## config.mk

```make
export PLATFORM = sky130hd
export DESIGN_NAME = sdram_cmd_tracker
export DESIGN_NICKNAME = d
export VERILOG_FILES = /design/src/rtl/sdram_cmd_tracker.sv
export SDC_FILE = /design/constraint.sdc
export NUM_CORES = 1
export LEC_CHECK = 0
export BUFFER_PORTS_ARGS = -buffer_cell sky130_fd_sc_hd__buf_2
export CORE_ASPECT_RATIO = 0.6
export CORE_UTILIZATION = 55
export DETAILED_ROUTE_END_ITERATION = 10
export PLACE_DENSITY_LB_ADDON = 0.08
export SKIP_LAST_GASP = 1
export SYNTH_ARGS = -nofsm -noshare
export SYNTH_HDL_FRONTEND = slang
export SYNTH_SLANG_ARGS = --single-unit
```

## constraint.sdc

```tcl
create_clock -name clk -period 2.5 [get_ports clk]
set_input_delay 0.25 -clock clk [delete_from_list [all_inputs] [get_ports clk]]
set_output_delay 0.25 -clock clk [all_outputs]
set_load 0.01 [all_outputs]
```

## src/rtl/sdram_cmd_tracker.sv

```systemverilog
module sdram_cmd_tracker #(
  parameter int BANKS     = 4,
  parameter int ROW_W     = 12,
  parameter int FULL_PAGE = 512
) (
  input  logic                     clk,
  input  logic                     rst_n,
  input  logic                     cke,
  input  logic                     cs_n,
  input  logic                     ras_n,
  input  logic                     cas_n,
  input  logic                     we_n,
  input  logic [$clog2(BANKS)-1:0] ba,
  input  logic [ROW_W-1:0]         addr,
  output logic [3:0]               cmd_code,
  output logic                     err,
  output logic [BANKS-1:0]         bank_open,
  output logic [BANKS*ROW_W-1:0]   open_row,
  output logic [2:0]               burst_code,
  output logic                     interleave,
  output logic [1:0]               cas_lat
);
  localparam int BA_W  = $clog2(BANKS);
  localparam int CNT_W = $clog2(FULL_PAGE + 1);
  localparam int AP    = 10;

  localparam logic [3:0] C_IGN = 4'd0, C_DES = 4'd1, C_NOP = 4'd2, C_BST = 4'd3,
                         C_RD  = 4'd4, C_RDA = 4'd5, C_WR  = 4'd6, C_WRA = 4'd7,
                         C_ACT = 4'd8, C_PRE = 4'd9, C_PAL = 4'd10, C_REF = 4'd11,
                         C_MRS = 4'd12;

  logic             cke_q;
  logic [3:0]       dec;
  logic             bad;
  logic [ROW_W-1:0] row_q [BANKS];
  logic [CNT_W-1:0] cnt_q [BANKS];

  function automatic logic [CNT_W-1:0] beats(input logic [2:0] c);
    case (c)
      3'd1:    beats = CNT_W'(2);
      3'd2:    beats = CNT_W'(4);
      3'd3:    beats = CNT_W'(8);
      3'd7:    beats = CNT_W'(FULL_PAGE);
      default: beats = CNT_W'(1);
    endcase
  endfunction

  always_comb begin
    if (!cke_q)    dec = C_IGN;
    else if (cs_n) dec = C_DES;
    else begin
      case ({ras_n, cas_n, we_n})
        3'b111:  dec = C_NOP;
        3'b110:  dec = C_BST;
        3'b101:  dec = addr[AP] ? C_RDA : C_RD;
        3'b100:  dec = addr[AP] ? C_WRA : C_WR;
        3'b011:  dec = C_ACT;
        3'b010:  dec = addr[AP] ? C_PAL : C_PRE;
        3'b001:  dec = C_REF;
        default: dec = C_MRS;
      endcase
    end
  end

  wire sel_open = bank_open[ba];
  wire sel_busy = cnt_q[ba] != '0;
  wire any_open = |bank_open;
  wire cl_ok    = addr[6:4] == 3'd2 || addr[6:4] == 3'd3;

  always_comb begin
    case (dec)
      C_RD, C_RDA, C_WR, C_WRA: bad = !sel_open || sel_busy;
      C_ACT:                    bad = sel_open;
      C_REF:                    bad = any_open;
      C_MRS:                    bad = any_open || !cl_ok;
      default:                  bad = 1'b0;
    endcase
  end

  always_ff @(posedge clk) begin
    if (!rst_n) begin
      cke_q      <= 1'b1;
      cmd_code   <= C_DES;
      err        <= 1'b0;
      burst_code <= 3'd0;
      interleave <= 1'b0;
      cas_lat    <= 2'd3;
    end else begin
      cke_q    <= cke;
      cmd_code <= dec;
      err      <= bad;
      if (dec == C_MRS && !bad) begin
        burst_code <= addr[2:0];
        interleave <= addr[3];
        cas_lat    <= addr[5:4];
      end
    end
  end

  always_ff @(posedge clk) begin
    if (!rst_n) begin
      bank_open <= '0;
      for (int b = 0; b < BANKS; b++) begin
        row_q[b] <= '0;
        cnt_q[b] <= '0;
      end
    end else if (cke_q) begin
      for (int b = 0; b < BANKS; b++) begin
        if (cnt_q[b] != '0) begin
          cnt_q[b] <= cnt_q[b] - 1'b1;
          if (cnt_q[b] == CNT_W'(1)) bank_open[b] <= 1'b0;
        end
        if (!bad) begin
          if (dec == C_ACT && ba == BA_W'(b)) begin
            bank_open[b] <= 1'b1;
            row_q[b]     <= addr;
          end
          if ((dec == C_RDA || dec == C_WRA) && ba == BA_W'(b))
            cnt_q[b] <= beats(burst_code);
          if ((dec == C_PRE && ba == BA_W'(b)) || dec == C_PAL) begin
            bank_open[b] <= 1'b0;
            cnt_q[b]     <= '0;
          end
        end
      end
    end
  end

  always_comb
    for (int b = 0; b < BANKS; b++) open_row[b*ROW_W +: ROW_W] = row_q[b];

  a_r2_stalled_edge: assert property (@(posedge clk) disable iff (!rst_n)
    !cke_q |=> (cmd_code == C_IGN && $stable(bank_open)));

  a_r5_act_opens: assert property (@(posedge clk) disable iff (!rst_n)
    (cmd_code == C_ACT && !err) |-> bank_open[$past(ba)]);

  a_r7_all_closed: assert property (@(posedge clk) disable iff (!rst_n)
    cmd_code == C_PAL |-> bank_open == '0);

  a_r9_latency_legal: assert property (@(posedge clk) disable iff (!rst_n)
    cas_lat == 2'd2 || cas_lat == 2'd3);

  a_r10_idle_only: assert property (@(posedge clk) disable iff (!rst_n)
    ((cmd_code == C_REF || cmd_code == C_MRS) && !err) |-> $past(bank_open) == '0);

  a_r11_mode_kept: assert property (@(posedge clk) disable iff (!rst_n)
    err |-> $stable({burst_code, interleave, cas_lat}));
endmodule

```

==> insert_results.sql <==
INSERT INTO impl_metrics (metric_group, metric, value, unit) VALUES
('cells_and_area', 'most_frequent_standard_cell_in_the_layout_excluding_fill_and_tap_cells', 'edfxtp_1', ''),
('cells_and_area', 'mostFrequentLayoutCells', 'edfxtp_1, buf_2, nand2_1', ''),
('synthesis', 'yosys.area_share.xor_xnor', '4.126', '%'),
('global_routing', 'grt_overflow', '0', ''),
('sta', 'number_of_pins_exceeding_their_max_slew_limit_in_the_final_report', '0', ''),
('clock_network', 'clkSlewWorstSetupHoldPaths', '70', 'ps'),
('synthesis', 'synthesis.nets', '489', ''),
('synthesis', 'post_synth_cell_types', '50', ''),
('global_routing', 'initial_antenna_violation_count', '0', ''),
('routing', 'drc', '0', ''),
('sta', 'fin_tns_setup', '0', 'ps'),
('routing', 'antenna_violating_nets_post_route', '0', ''),
('routing', 'final_wl', '12.09', 'mm'),
('clock_network', 'insertion_delay', '340', 'ps'),
('cells_and_area', 'fill_cells', '630', ''),
('run', 'drv_cap', '0', ''),
('worst_setup_path', 'critical_path.max_fanout', '10', ''),
('power_and_ir_drop', 'clock_power_share', '23.1', '%'),
('routing', 'vias', '3988', ''),
('placed_design', 'detailed_place_hpwl', '9.090', 'mm'),
('synthesis', 'synth_compound_gate_area_share', '8.202', '%'),
('cells_and_area', 'utilization', '69.79', '%'),
('synthesis', 'simple_gate_portion_of_the_synthesized_area', '23.60', '%'),
('worst_setup_path', 'cp-start-kind', 'flip-flop', ''),
('die', 'initial_core_util', '58.22', '%'),
('synthesis', 'syn_warnings', '0', ''),
('status', 'run_status', 'finished, final reports clean', ''),
('placed_design', 'port-buffer-count', '83', ''),
('worst_setup_path', 'end_kind', 'flip-flop', ''),
('routing', 'vias_per_cell', '5.797', ''),
('global_routing', 'grt_pass1_wl', '20.04', 'mm'),
('sta', 'setup_viol_count_final', '0', ''),
('power_and_ir_drop', 'vdd.ir_drop.worst', '0.0005713', 'V'),
('cells_and_area', 'num-nets-final', '600', ''),
('hold_path', 'class_of_the_tightest_hold_or_removal_check', 'input pin to flip-flop', ''),
('die', 'boundaryPins', '84', ''),
('sta', 'final.period_utilization', '93.53', '%'),
('clock_network', 'post_cts_hold_buffer_count', '0', ''),
('power_and_ir_drop', 'power-per-cell-area', '967.5', 'mW/mm^2'),
('clock_network', 'cts-root-buf', 'clkbuf_16', ''),
('global_routing', 'number_of_global_route_vias_before_repair', '3843', ''),
('power_and_ir_drop', 'cell_internal_pwr', '0.003895', 'W'),
('power_and_ir_drop', 'power.switching_fraction', '34.08', '%'),
('die', 'num_rows', '26', ''),
('die', 'die_h', '76.55', 'um'),
('synthesis', 'synth_enable_flop_cells', '88', ''),
('sta', 'relSlewSlack', '33.81', '%'),
('cells_and_area', 'antenna_cells_inserted', '0', ''),
('worst_setup_path', 'worst-endpoint-arrival', '2320', 'ps'),
('sta', 'grt_setup_unrepaired', 'false', ''),
('clock_network', 'cts.htree.levels', '3', ''),
('worst_setup_path', 'setup.worst_path.class', 'flip-flop to flip-flop', ''),
('synthesis', 'yosys.area_share.adder', '1.965', '%'),
('die', 'core_region_area', '0.008751', 'mm^2'),
('global_routing', 'grt_max_degree', '20', ''),
('clock_network', 'number_of_buffers_inserted_during_clock_tree_synthesis', '9', ''),
('sta', 'final.setup_skew', '7.006', 'ps'),
('power_and_ir_drop', 'net-switching-power', '0.002014', 'W'),
('cells_and_area', 'final_layout_size_suffix_gt1_share', '24.65', '%'),
('routing', 'wl_per_cell', '17.58', 'um'),
('synthesis', 'synth_mux_area_share', '1.621', '%'),
('routing', 'first_pass_iters', '5', ''),
('power_and_ir_drop', 'p_leak', '2.530', 'nW'),
('worst_setup_path', 'cp_data_required_time', '2480', 'ps'),
('synthesis', 'synth_flop_cell', 'edfxtp_1', ''),
('sta', 'worst_max_slew_pin_slew', '982.5', 'ps'),
('clock_network', 'clock_sinks', '104', ''),
('synthesis', 'async_reset_ff_share', '0', '%'),
('die', 'die-width', '126.3', 'um'),
('synthesis', 'synth_seq_area_share', '58.15', '%'),
('synthesis', 'synth_area', '0.005095', 'mm^2');
-- state kept, by name, indices dropped and copies added, names as in the netlist --
| name | cells |
|---|---|
| row_q | 48 |
| cnt_q | 40 |
| bank_open | 4 |
| cmd_code | 4 |
| burst_code | 3 |
| cas_lat | 2 |
| cke_q | 1 |
| err | 1 |
| interleave | 1 |
-- synth_stat cells (4+ instances only) --
cell / n / area (um^2)
xor2_1: 9 / 78.83
nand2b_1: 8 / 50.05
dfxtp_1: 16 / 320.3
nand4_1: 4 / 25.02
edfxtp_1: 88 / 2643
mux2i_1: 6 / 60.06
nand2_1: 49 / 183.9
nor2b_1: 4 / 25.02
nor2_1: 45 / 168.9
ha_1: 8 / 100.1
a21oi_1: 17 / 85.08
nor4_1: 6 / 37.54
nor4b_1: 5 / 43.79
and2_1: 46 / 287.8
a2111oi_0: 4 / 35.03
o21ai_0: 18 / 90.09
clkbuf_1: 5 / 18.77
xnor2_1: 15 / 131.4
nand3_1: 12 / 60.06
inv_1: 14 / 52.55
o22ai_1: 11 / 68.82
nor3b_1: 7 / 52.55
nand3b_1: 4 / 30.03
nor3_1: 13 / 65.06
clkbuf_2: 4 / 20.02
and3_1: 4 / 25.02
-- cell families (layout without fill, tap and decap cells) --
logic type | Yosys count | count (layout)
DFF | 104 | 104
xor gates and xnor gates | 24 | 24
adders and majority gates | 8 | 8
and+or+nand+nor | 223 | 223
muxes | 7 | 7
AOI/OAI and AO/OA | 67 | 67
buffers and inverters | 27 | 143
-- cell type report --
type / count / area (um^2) / area share (%)
clock buffer: 9 / 225.2 / 3.688
clock inverter: 7 / 63.81 / 1.045
inverter: 15 / 56.30 / 0.9219
multi-input combinational: 329 / 2013 / 32.96
sequential: 104 / 2963 / 48.51
tap: 112 / 140.1 / 2.295
timing repair buffer: 112 / 645.6 / 10.57
-- metal layers --
layer | global-route usage, % | part of all wire, % | up-vias
met5 | 0 | 0 | -
met4 | 6.024 | 0.82 | 0
met3 | 8.076 | 9.4 | 12
met2 | 39.12 | 42 | 223
met1 | 40.43 | 48 | 1863
li1 | - | - | 1890
-- worst max-delay path: stages, from the launching register on --
cell	delay (ps)
edfxtp_1	450
or4_1	580
nor3_1	310
nand4_1	200
nand3_1	440
-- power by group through the flow --
stage / logic [W] / registers [W] / clock network, W
after global placement: 0.00180 / 0.00267 / 0
final: 0.00187 / 0.00267 / 0.00137
after CTS: 0.00186 / 0.00266 / 0.00138
after detailed placement: 0.00185 / 0.00269 / 0
after global routing: 0.00209 / 0.00272 / 0.00145
after floorplan: 0.00132 / 0.00264 / 0
-- path summary, 6_finish.rpt --
check / start / to / slack, ps / cells past startpoint
setup / recovery: cnt_q[3][2]$_SDFFCE_PP0P_ / cnt_q[3][3]$_SDFFCE_PP0P_ / 160 / 4
hold / removal: cke / cke_q$_SDFF_PN1_ / 90 / 2
setup reg to reg: cnt_q[3][2]$_SDFFCE_PP0P_ / cnt_q[3][3]$_SDFFCE_PP0P_ / 160 / 4
hold reg to reg: cas_lat[1]$_SDFFE_PN1P_ / cas_lat[1]$_SDFFE_PN1P_ / 470 / 1
-- stage by stage --
stage | setup slack, ps | hold WS (ps) | area, um^2 | std cells
5_1_grt | 31.19 | 88.35 | 6107 | 688
3_3_place_gp | 233.2 | 426.6 | 5818 | 672
4_1_cts | 181.3 | 80.19 | 6107 | 688
3_5_place_dp | 176.7 | 433.4 | 5818 | 672
6_report | 161.7 | 88.00 | 6107 | 688
2_1_floorplan | 312.6 | 326.8 | 5095 | 460
Note: power is estimated with default switching activity, not from simulation.
